===== config.mk =====
export PLATFORM = sky130hd
export DESIGN_NAME = gcfg_dispatch
export DESIGN_NICKNAME = d
export VERILOG_FILES = /design/src/rtl/gcfg_pkg.sv /design/src/rtl/gcfg_classify.sv /design/src/rtl/gcfg_regs.sv /design/src/rtl/gcfg_reset_timer.sv /design/src/rtl/gcfg_wp_gate.sv /design/src/rtl/gcfg_dispatch.sv
export SDC_FILE = /design/constraint.sdc
export NUM_CORES = 1
export LEC_CHECK = 0
export CORE_AREA = 2 2 100 102
export CTS_BUF_LIST = sky130_fd_sc_hd__clkbuf_4 sky130_fd_sc_hd__clkbuf_8 sky130_fd_sc_hd__clkbuf_16
export CTS_CLUSTER_DIAMETER = 30
export DETAILED_ROUTE_END_ITERATION = 8
export DIE_AREA = 0 0 102 104
export PLACE_DENSITY = 0.78
export SETUP_SLACK_MARGIN = 0.2
export SLEW_MARGIN = 20
export SYNTH_ARGS = -nofsm -noshare
export SYNTH_HDL_FRONTEND = slang
export SYNTH_SLANG_ARGS = --single-unit

===== constraint.sdc =====
create_clock -name clk -period 3.58 [get_ports clk]
set_input_delay 0.537 -clock clk [delete_from_list [all_inputs] [get_ports clk]]
set_output_delay 0.537 -clock clk [all_outputs]
set_load 0.005 [all_outputs]

===== src/rtl/gcfg_pkg.sv =====
// Package: shared command kinds and field geometry for the configuration decoder.
// Assumes a 32-bit command word with the selector held in the low bits.
package gcfg_pkg;
    localparam int WORD_W   = 32;
    localparam int SEED_W   = WORD_W - 1;
    localparam int MODE_W   = 2;
    localparam int MULT_W   = 10;
    localparam int DIV_W    = 6;
    localparam int POST_W   = 4;
    localparam int SRC_W    = 2;
    localparam int TAP_W    = 5;
    localparam int LEN_W    = 2;
    localparam int FIDX_W   = 2;
    localparam int NFILT    = 1 << FIDX_W;
    localparam int FCFG_W   = TAP_W + LEN_W;

    localparam logic [SRC_W-1:0] SRC_FAST = 2'b00;
    localparam logic [SRC_W-1:0] SRC_SLOW = 2'b01;
    localparam logic [SRC_W-1:0] SRC_PLL  = 2'b11;

    typedef enum logic [2:0] {
        CK_SEED,
        CK_PLL,
        CK_CLK,
        CK_FLT,
        CK_WP,
        CK_RST,
        CK_BAD
    } cmd_kind_t;
endpackage


===== src/rtl/gcfg_classify.sv =====
// Module: gcfg_classify
// Combinationally classifies a command word by its lowest set bit and
// checks that every bit the selected format requires to be zero is zero.
// Assumes nothing about cmd_valid; the caller qualifies the result.
module gcfg_classify
    import gcfg_pkg::*;
(
    input  logic [WORD_W-1:0] word,
    output cmd_kind_t         kind
);
    logic [5:0] low_idx;
    logic       any_set;

    // Find the position of the lowest set bit.
    always_comb begin
        low_idx = 6'd0;
        any_set = 1'b0;
        for (int i = WORD_W - 1; i >= 0; i--) begin
            if (word[i]) begin
                low_idx = 6'(i);
                any_set = 1'b1;
            end
        end
    end

    // Map the selector position and zero-field rules to a command kind.
    always_comb begin
        kind = CK_BAD;
        if (any_set) begin
            case (low_idx)
                6'd0: kind = CK_SEED;
                6'd1: kind = (word[31:24] == '0) ? CK_PLL : CK_BAD;
                6'd5: kind = (word[31:8]  == '0) ? CK_CLK : CK_BAD;
                6'd6: kind = (word[31:16] == '0) ? CK_FLT : CK_BAD;
                6'd7: kind = (word[31:9]  == '0) ? CK_WP  : CK_BAD;
                6'd8: kind = (word[31:9]  == '0) ? CK_RST : CK_BAD;
                default: kind = CK_BAD;
            endcase
        end
    end
endmodule


===== src/rtl/gcfg_regs.sv =====
// Module: gcfg_regs
// Holds the seed strobe, PLL fields, clock source, filter set, protect flag
// and error flag, updating each only on its own accepted command.
// Assumes kind is the classification of the word presented with valid.
module gcfg_regs
    import gcfg_pkg::*;
(
    input  logic                    clk,
    input  logic                    rst_n,
    input  logic                    valid,
    input  logic [WORD_W-1:0]       word,
    input  cmd_kind_t               kind,
    output logic                    seed_load,
    output logic [SEED_W-1:0]       seed_value,
    output logic [MODE_W-1:0]       pll_mode,
    output logic [MULT_W-1:0]       pll_mult,
    output logic [DIV_W-1:0]        pll_div,
    output logic [POST_W-1:0]       pll_post,
    output logic                    pll_ready,
    output logic [SRC_W-1:0]        clk_src,
    output logic [NFILT*FCFG_W-1:0] flt_cfg,
    output logic                    wp_on,
    output logic                    cmd_error
);
    logic take;
    assign take = valid;

    // Seed strobe and payload.
    always_ff @(posedge clk) begin
        if (!rst_n) begin
            seed_load  <= 1'b0;
            seed_value <= '0;
        end else begin
            seed_load <= take && (kind == CK_SEED);
            if (take && kind == CK_SEED)
                seed_value <= word[WORD_W-1:1];
        end
    end

    // PLL field registers and configured flag.
    always_ff @(posedge clk) begin
        if (!rst_n) begin
            pll_mode  <= '0;
            pll_mult  <= '0;
            pll_div   <= '0;
            pll_post  <= '0;
            pll_ready <= 1'b0;
        end else if (take && kind == CK_PLL) begin
            pll_mode  <= word[3:2];
            pll_mult  <= word[13:4];
            pll_div   <= word[19:14];
            pll_post  <= word[23:20];
            pll_ready <= 1'b1;
        end
    end

    // Clock source with the PLL-readiness guard.
    always_ff @(posedge clk) begin
        if (!rst_n)
            clk_src <= SRC_FAST;
        else if (take && kind == CK_CLK)
            if (word[7:6] != SRC_PLL || pll_ready)
                clk_src <= word[7:6];
    end

    // One register per filter, selected by the index field.
    for (genvar k = 0; k < NFILT; k++) begin : g_flt
        always_ff @(posedge clk) begin
            if (!rst_n)
                flt_cfg[k*FCFG_W +: FCFG_W] <= '0;
            else if (take && kind == CK_FLT && word[15:14] == FIDX_W'(k))
                flt_cfg[k*FCFG_W +: FCFG_W] <= {word[13:12], word[11:7]};
        end
    end

    // Write-protect flag.
    always_ff @(posedge clk) begin
        if (!rst_n)
            wp_on <= 1'b0;
        else if (take && kind == CK_WP)
            wp_on <= word[8];
    end

    // Rejected-command flag.
    always_ff @(posedge clk) begin
        if (!rst_n)
            cmd_error <= 1'b0;
        else
            cmd_error <= take && (kind == CK_BAD);
    end

    assert_seed_strobe_R1: assert property (@(posedge clk) disable iff (!rst_n)
        (valid && kind == CK_SEED) |=> seed_load);
    assert_pll_hold_R2: assert property (@(posedge clk) disable iff (!rst_n)
        !(valid && kind == CK_PLL) |=> ($stable(pll_mult) && $stable(pll_div) && $stable(pll_post)));
    assert_no_pll_switch_R3: assert property (@(posedge clk) disable iff (!rst_n)
        !pll_ready |=> clk_src != SRC_PLL);
    assert_filter_hold_R5: assert property (@(posedge clk) disable iff (!rst_n)
        !(valid && kind == CK_FLT) |=> $stable(flt_cfg));
    assert_error_no_change_R8: assert property (@(posedge clk) disable iff (!rst_n)
        cmd_error |-> ($stable(wp_on) && $stable(clk_src) && $stable(pll_ready)));
endmodule


===== src/rtl/gcfg_reset_timer.sv =====
// Module: gcfg_reset_timer
// Stretches an accepted reset command into a pulse of a fixed length.
// Assumes start is a single-cycle request; a new request restarts the count.
module gcfg_reset_timer #(
    parameter int RST_CYCLES = 4
) (
    input  logic clk,
    input  logic rst_n,
    input  logic start,
    output logic pulse
);
    localparam int CW = $clog2(RST_CYCLES + 1);
    logic [CW-1:0] remain;

    // Load on request, count down to zero otherwise.
    always_ff @(posedge clk) begin
        if (!rst_n)
            remain <= '0;
        else if (start)
            remain <= CW'(RST_CYCLES);
        else if (remain != '0)
            remain <= remain - 1'b1;
    end

    assign pulse = (remain != '0);

    assert_pulse_starts_R7: assert property (@(posedge clk) disable iff (!rst_n)
        start |=> pulse);
endmodule


===== src/rtl/gcfg_wp_gate.sv =====
// Module: gcfg_wp_gate
// Refuses RAM writes into the protected top region while protection is on.
// Assumes byte addresses below RAM_BYTES and a purely combinational path.
module gcfg_wp_gate #(
    parameter int RAM_BYTES  = 524288,
    parameter int PROT_BYTES = 16384,
    parameter int AW         = $clog2(RAM_BYTES)
) (
    input  logic          clk,
    input  logic          rst_n,
    input  logic          wp_on,
    input  logic          req,
    input  logic [AW-1:0] addr,
    output logic          grant,
    output logic          violation
);
    localparam logic [AW-1:0] PROT_BASE = AW'(RAM_BYTES - PROT_BYTES);
    logic in_top;

    // Decide whether the request lands in the guarded region.
    always_comb begin
        in_top    = (addr >= PROT_BASE);
        violation = req && wp_on && in_top;
        grant     = req && !violation;
    end

    assert_gate_excl_R9: assert property (@(posedge clk) disable iff (!rst_n)
        violation |-> (!grant && wp_on));
endmodule


===== src/rtl/gcfg_dispatch.sv =====
// Module: gcfg_dispatch (top)
// Decodes a configuration word by lowest set bit and drives the global
// control registers, reset pulse and RAM write-protect gate.
// Assumes cmd_word is sampled only on cycles where cmd_valid is high.
module gcfg_dispatch
    import gcfg_pkg::*;
#(
    parameter int RAM_BYTES  = 524288,
    parameter int PROT_BYTES = 16384,
    parameter int RST_CYCLES = 4,
    parameter int AW         = $clog2(RAM_BYTES)
) (
    input  logic                    clk,
    input  logic                    rst_n,
    input  logic                    cmd_valid,
    input  logic [31:0]             cmd_word,
    input  logic                    ram_wr_req,
    input  logic [AW-1:0]           ram_wr_addr,
    output logic                    seed_load,
    output logic [30:0]             seed_value,
    output logic [1:0]              pll_mode,
    output logic [9:0]              pll_mult,
    output logic [5:0]              pll_div,
    output logic [3:0]              pll_post,
    output logic                    pll_ready,
    output logic                    ext_clk_in,
    output logic [1:0]              clk_src,
    output logic                    power_down,
    output logic [27:0]             flt_cfg,
    output logic                    wp_on,
    output logic                    ram_wr_grant,
    output logic                    wp_violation,
    output logic                    cmd_error,
    output logic                    sys_reset_pulse
);
    cmd_kind_t kind;

    gcfg_classify u_cls (
        .word (cmd_word),
        .kind (kind)
    );

    gcfg_regs u_regs (
        .clk        (clk),
        .rst_n      (rst_n),
        .valid      (cmd_valid),
        .word       (cmd_word),
        .kind       (kind),
        .seed_load  (seed_load),
        .seed_value (seed_value),
        .pll_mode   (pll_mode),
        .pll_mult   (pll_mult),
        .pll_div    (pll_div),
        .pll_post   (pll_post),
        .pll_ready  (pll_ready),
        .clk_src    (clk_src),
        .flt_cfg    (flt_cfg),
        .wp_on      (wp_on),
        .cmd_error  (cmd_error)
    );

    gcfg_reset_timer #(.RST_CYCLES(RST_CYCLES)) u_rst (
        .clk   (clk),
        .rst_n (rst_n),
        .start (cmd_valid && kind == CK_RST),
        .pulse (sys_reset_pulse)
    );

    gcfg_wp_gate #(.RAM_BYTES(RAM_BYTES), .PROT_BYTES(PROT_BYTES), .AW(AW)) u_gate (
        .clk       (clk),
        .rst_n     (rst_n),
        .wp_on     (wp_on),
        .req       (ram_wr_req),
        .addr      (ram_wr_addr),
        .grant     (ram_wr_grant),
        .violation (wp_violation)
    );

    // Mode indicators derived from held registers.
    always_comb begin
        power_down = (clk_src == SRC_SLOW);
        ext_clk_in = (pll_mode == 2'b01);
    end

    assert_pd_track_R4: assert property (@(posedge clk) disable iff (!rst_n)
        $rose(power_down) |-> $past(cmd_valid));
    assert_error_pulse_R8: assert property (@(posedge clk) disable iff (!rst_n)
        cmd_error |-> $past(cmd_valid));
endmodule


==> impl_metrics.json <==
{
  "ys_ff_latch": 90,
  "fp.dieArea_mm2": 0.01061,
  "seq_area_mm2": 0.001802,
  "hold_path.class": "reg2reg",
  "cap_viol_max_count": 0,
  "vias": 4196,
  "relSlewSlack_pct": 32.82,
  "stdcell_area_mm2": 0.005927,
  "final_common_cell": "clkdlybuf4s50_1",
  "cp.arrival_ns": 3.47,
  "coreArea_mm2": 0.009549,
  "setup_tns_ns": 0,
  "timing.fmax_ghz": 0.3109,
  "dp_slack_ns": 0.0009046,
  "synth_edf_count": 0,
  "peakVddDrop_uv": 272.1,
  "layout_common_cells": "clkdlybuf4s50_1, dfxtp_1, nand2_1",
  "chipHeight_um": 104,
  "ant_nets": 0,
  "first_pass_iters": 5,
  "min_period_ns": 3.216,
  "hold_viol": 0,
  "cts.clk_slew.worst_paths_ns": 0.09,
  "drive_gt1_share_pct": 10.53,
  "ys_types": 52,
  "status": "finished clean",
  "io_buffers": 132,
  "r2r-start": "u_rst.remain[0]",
  "synth.largest_area_cell": "dfxtp_1",
  "worst_slack_ns": 0.3640,
  "criticalPathCategory": "in2reg",
  "synth_nets": 551,
  "clkSinkCount": 90,
  "antenna_found_initial": 0,
  "n_fill_cell": 870,
  "synth.top_cell.area_share_pct": 43.17,
  "worstPathMaxFanout": 5,
  "grt_use_total_pct": 22.68,
  "ioPinCount": 147,
  "p_leak_nw": 2.099,
  "synthCells": 493,
  "initial_core_util_pct": 43.71,
  "h-tree-depth": 3,
  "grt_first_pass_wirelength_um": 19350,
  "tightest_slew_ns": 1.007,
  "final_core_util_pct": 62.07,
  "async_flop_share_pct": 0,
  "clock-root-buffer": "clkbuf_8",
  "dp_hpwl_um": 8821,
  "critPathRequiredTime_ns": 3.84,
  "min_from": "u_regs.seed_value[14]",
  "cts_tree": "yes",
  "first_global_vias": 4093,
  "synth.avg_cell_area_um2": 8.467,
  "gp_congestion": 0.9781,
  "fp-row-count": 36,
  "yosys_warnings": 0,
  "setup.worst_path.start": "cmd_word[6]",
  "rsz0062_at_grt": "yes",
  "clkLatencyLatePin_ns": 0.36,
  "overflow": 0,
  "endpoint_kind": "register",
  "syn_area_mm2": 0.004174,
  "final_max_slew_viol_count": 0,
  "synthTopCellsByArea": "dfxtp_1, mux2i_1, o21ai_0, nand2_1, nand3_1",
  "synthToLayoutAreaGrowth_pct": 42.00,
  "grt_max_degree": 91,
  "placed_area_mm2": 0.005739,
  "drt-initial-drc-count": 155,
  "clockBufferDepth": 2,
  "power_density_mw_per_mm2": 354.5,
  "final.period_utilization_pct": 89.83,
  "die_x_um": 102,
  "fin_nets": 689,
  "setup_viol": 0,
  "drc_errors": 0,
  "wl_per_cell_um": 15.83,
  "n_antenna_cell": 0,
  "cts_buffers": 9,
  "drt-total-wl_um": 12180,
  "seq_area_frac_synth_pct": 43.17,
  "hold_ws_ns": 0.4621,
  "multi_input_area_mm2": 0.002128,
  "startpoint_type": "primary input",
  "via_per_inst": 5.456,
  "post-cts-setup-buffer-count": 0,
  "finalClockSkew_ns": 0.0004433,
  "synth_flop_cell": "dfxtp_1"
}
[kinds of logic after synthesis]
| group | after synthesis | synth area share, % |
|---|---|---|
| fa+ha+maj | 3 | 0.8994 |
| simple gates | 194 | 24.28 |
| mux | 36 | 8.753 |
| compound gates | 116 | 16.70 |
| xor+xnor | 1 | 0.2099 |
| buf+inv | 53 | 5.995 |
| flops | 90 | 43.17 |
[routing by layer]
| layer | global-route usage, % | wire length [um] | vias up |
|---|---|---|---|
| li1 | - | - | 2031 |
| met1 | 28.70 | 5313 | 1978 |
| met2 | 36.75 | 5780 | 165 |
| met3 | 5.040 | 789 | 22 |
| met4 | 9.714 | 291 | 0 |
| met5 | 0 | 0 | - |
[flip-flops by register name, summed over array words and instances (netlist names), 2 cells and up]
register	flops
u_regs.clk_src	2
u_regs.pll_post	4
u_regs.pll_mult	10
u_regs.flt_cfg	28
u_rst.remain	3
u_regs.seed_value	31
u_regs.pll_div	6
u_regs.pll_mode	2
[stage by stage]
stage,std cells,power (mW)
2_1_floorplan,493,1.284
3_3_place_gp,753,1.464
3_5_place_dp,753,1.475
4_1_cts,769,2.124
5_1_grt,769,2.197
6_report,769,2.101
[final timing paths]
check | cells past startpoint | endpoint | slack [ns]
max | 8 | u_regs.clk_src[0] | 0.36
min | 2 | u_regs.seed_value[14] | 0.46
max reg2reg | 6 | u_rst.remain[1] | 2.27
min reg2reg | 2 | u_regs.seed_value[14] | 0.46
[timing repair]
item / 4_1_cts / 5_1_grt
hold buffers: 0 / 0
endpoints found under the setup margin: 0 / 20
resized for setup: 0 / 1
[worst max-delay path: stages]
cell	delay [ns]
clkdlybuf4s50_1	0.50
or4_1	0.58
nor3_1	0.18
o311a_1	0.31
nor3_1	0.08
o32a_1	0.41
or4_1	0.58
o221a_2	0.28
[power breakdown]
part           internal [mW]  total (mW)  switching, mW  leakage, nW
clock                  0.270       0.648          0.378       0.0926
sequential              1.04        1.06         0.0207        0.729
combinational          0.205       0.396          0.190         1.28
total                   1.51        2.10          0.589         2.10
[layout make-up]
| cell class | count | share of cell area (%) |
|---|---|---|
| Clock buffer | 10 | 2.217 |
| Tap cell | 133 | 2.808 |
| Clock inverter | 6 | 0.8444 |
| Timing Repair Buffer | 166 | 26.94 |
| Inverter | 14 | 0.8866 |
| Multi-Input combinational cell | 350 | 35.91 |
| Sequential cell | 90 | 30.40 |
[Yosys cell counts (6+ instances only)]
cell and instances:
nor2_1 13, buf_6 6, inv_1 14, nor4_1 8
o21ai_0 55, clkbuf_1 28, dfxtp_1 90, nand4_1 12
mux2i_1 35, a21oi_1 31, nor2b_1 8, nand2_1 71
nand3_1 41, nand4b_1 6
(Power assumes the default switching activity.)
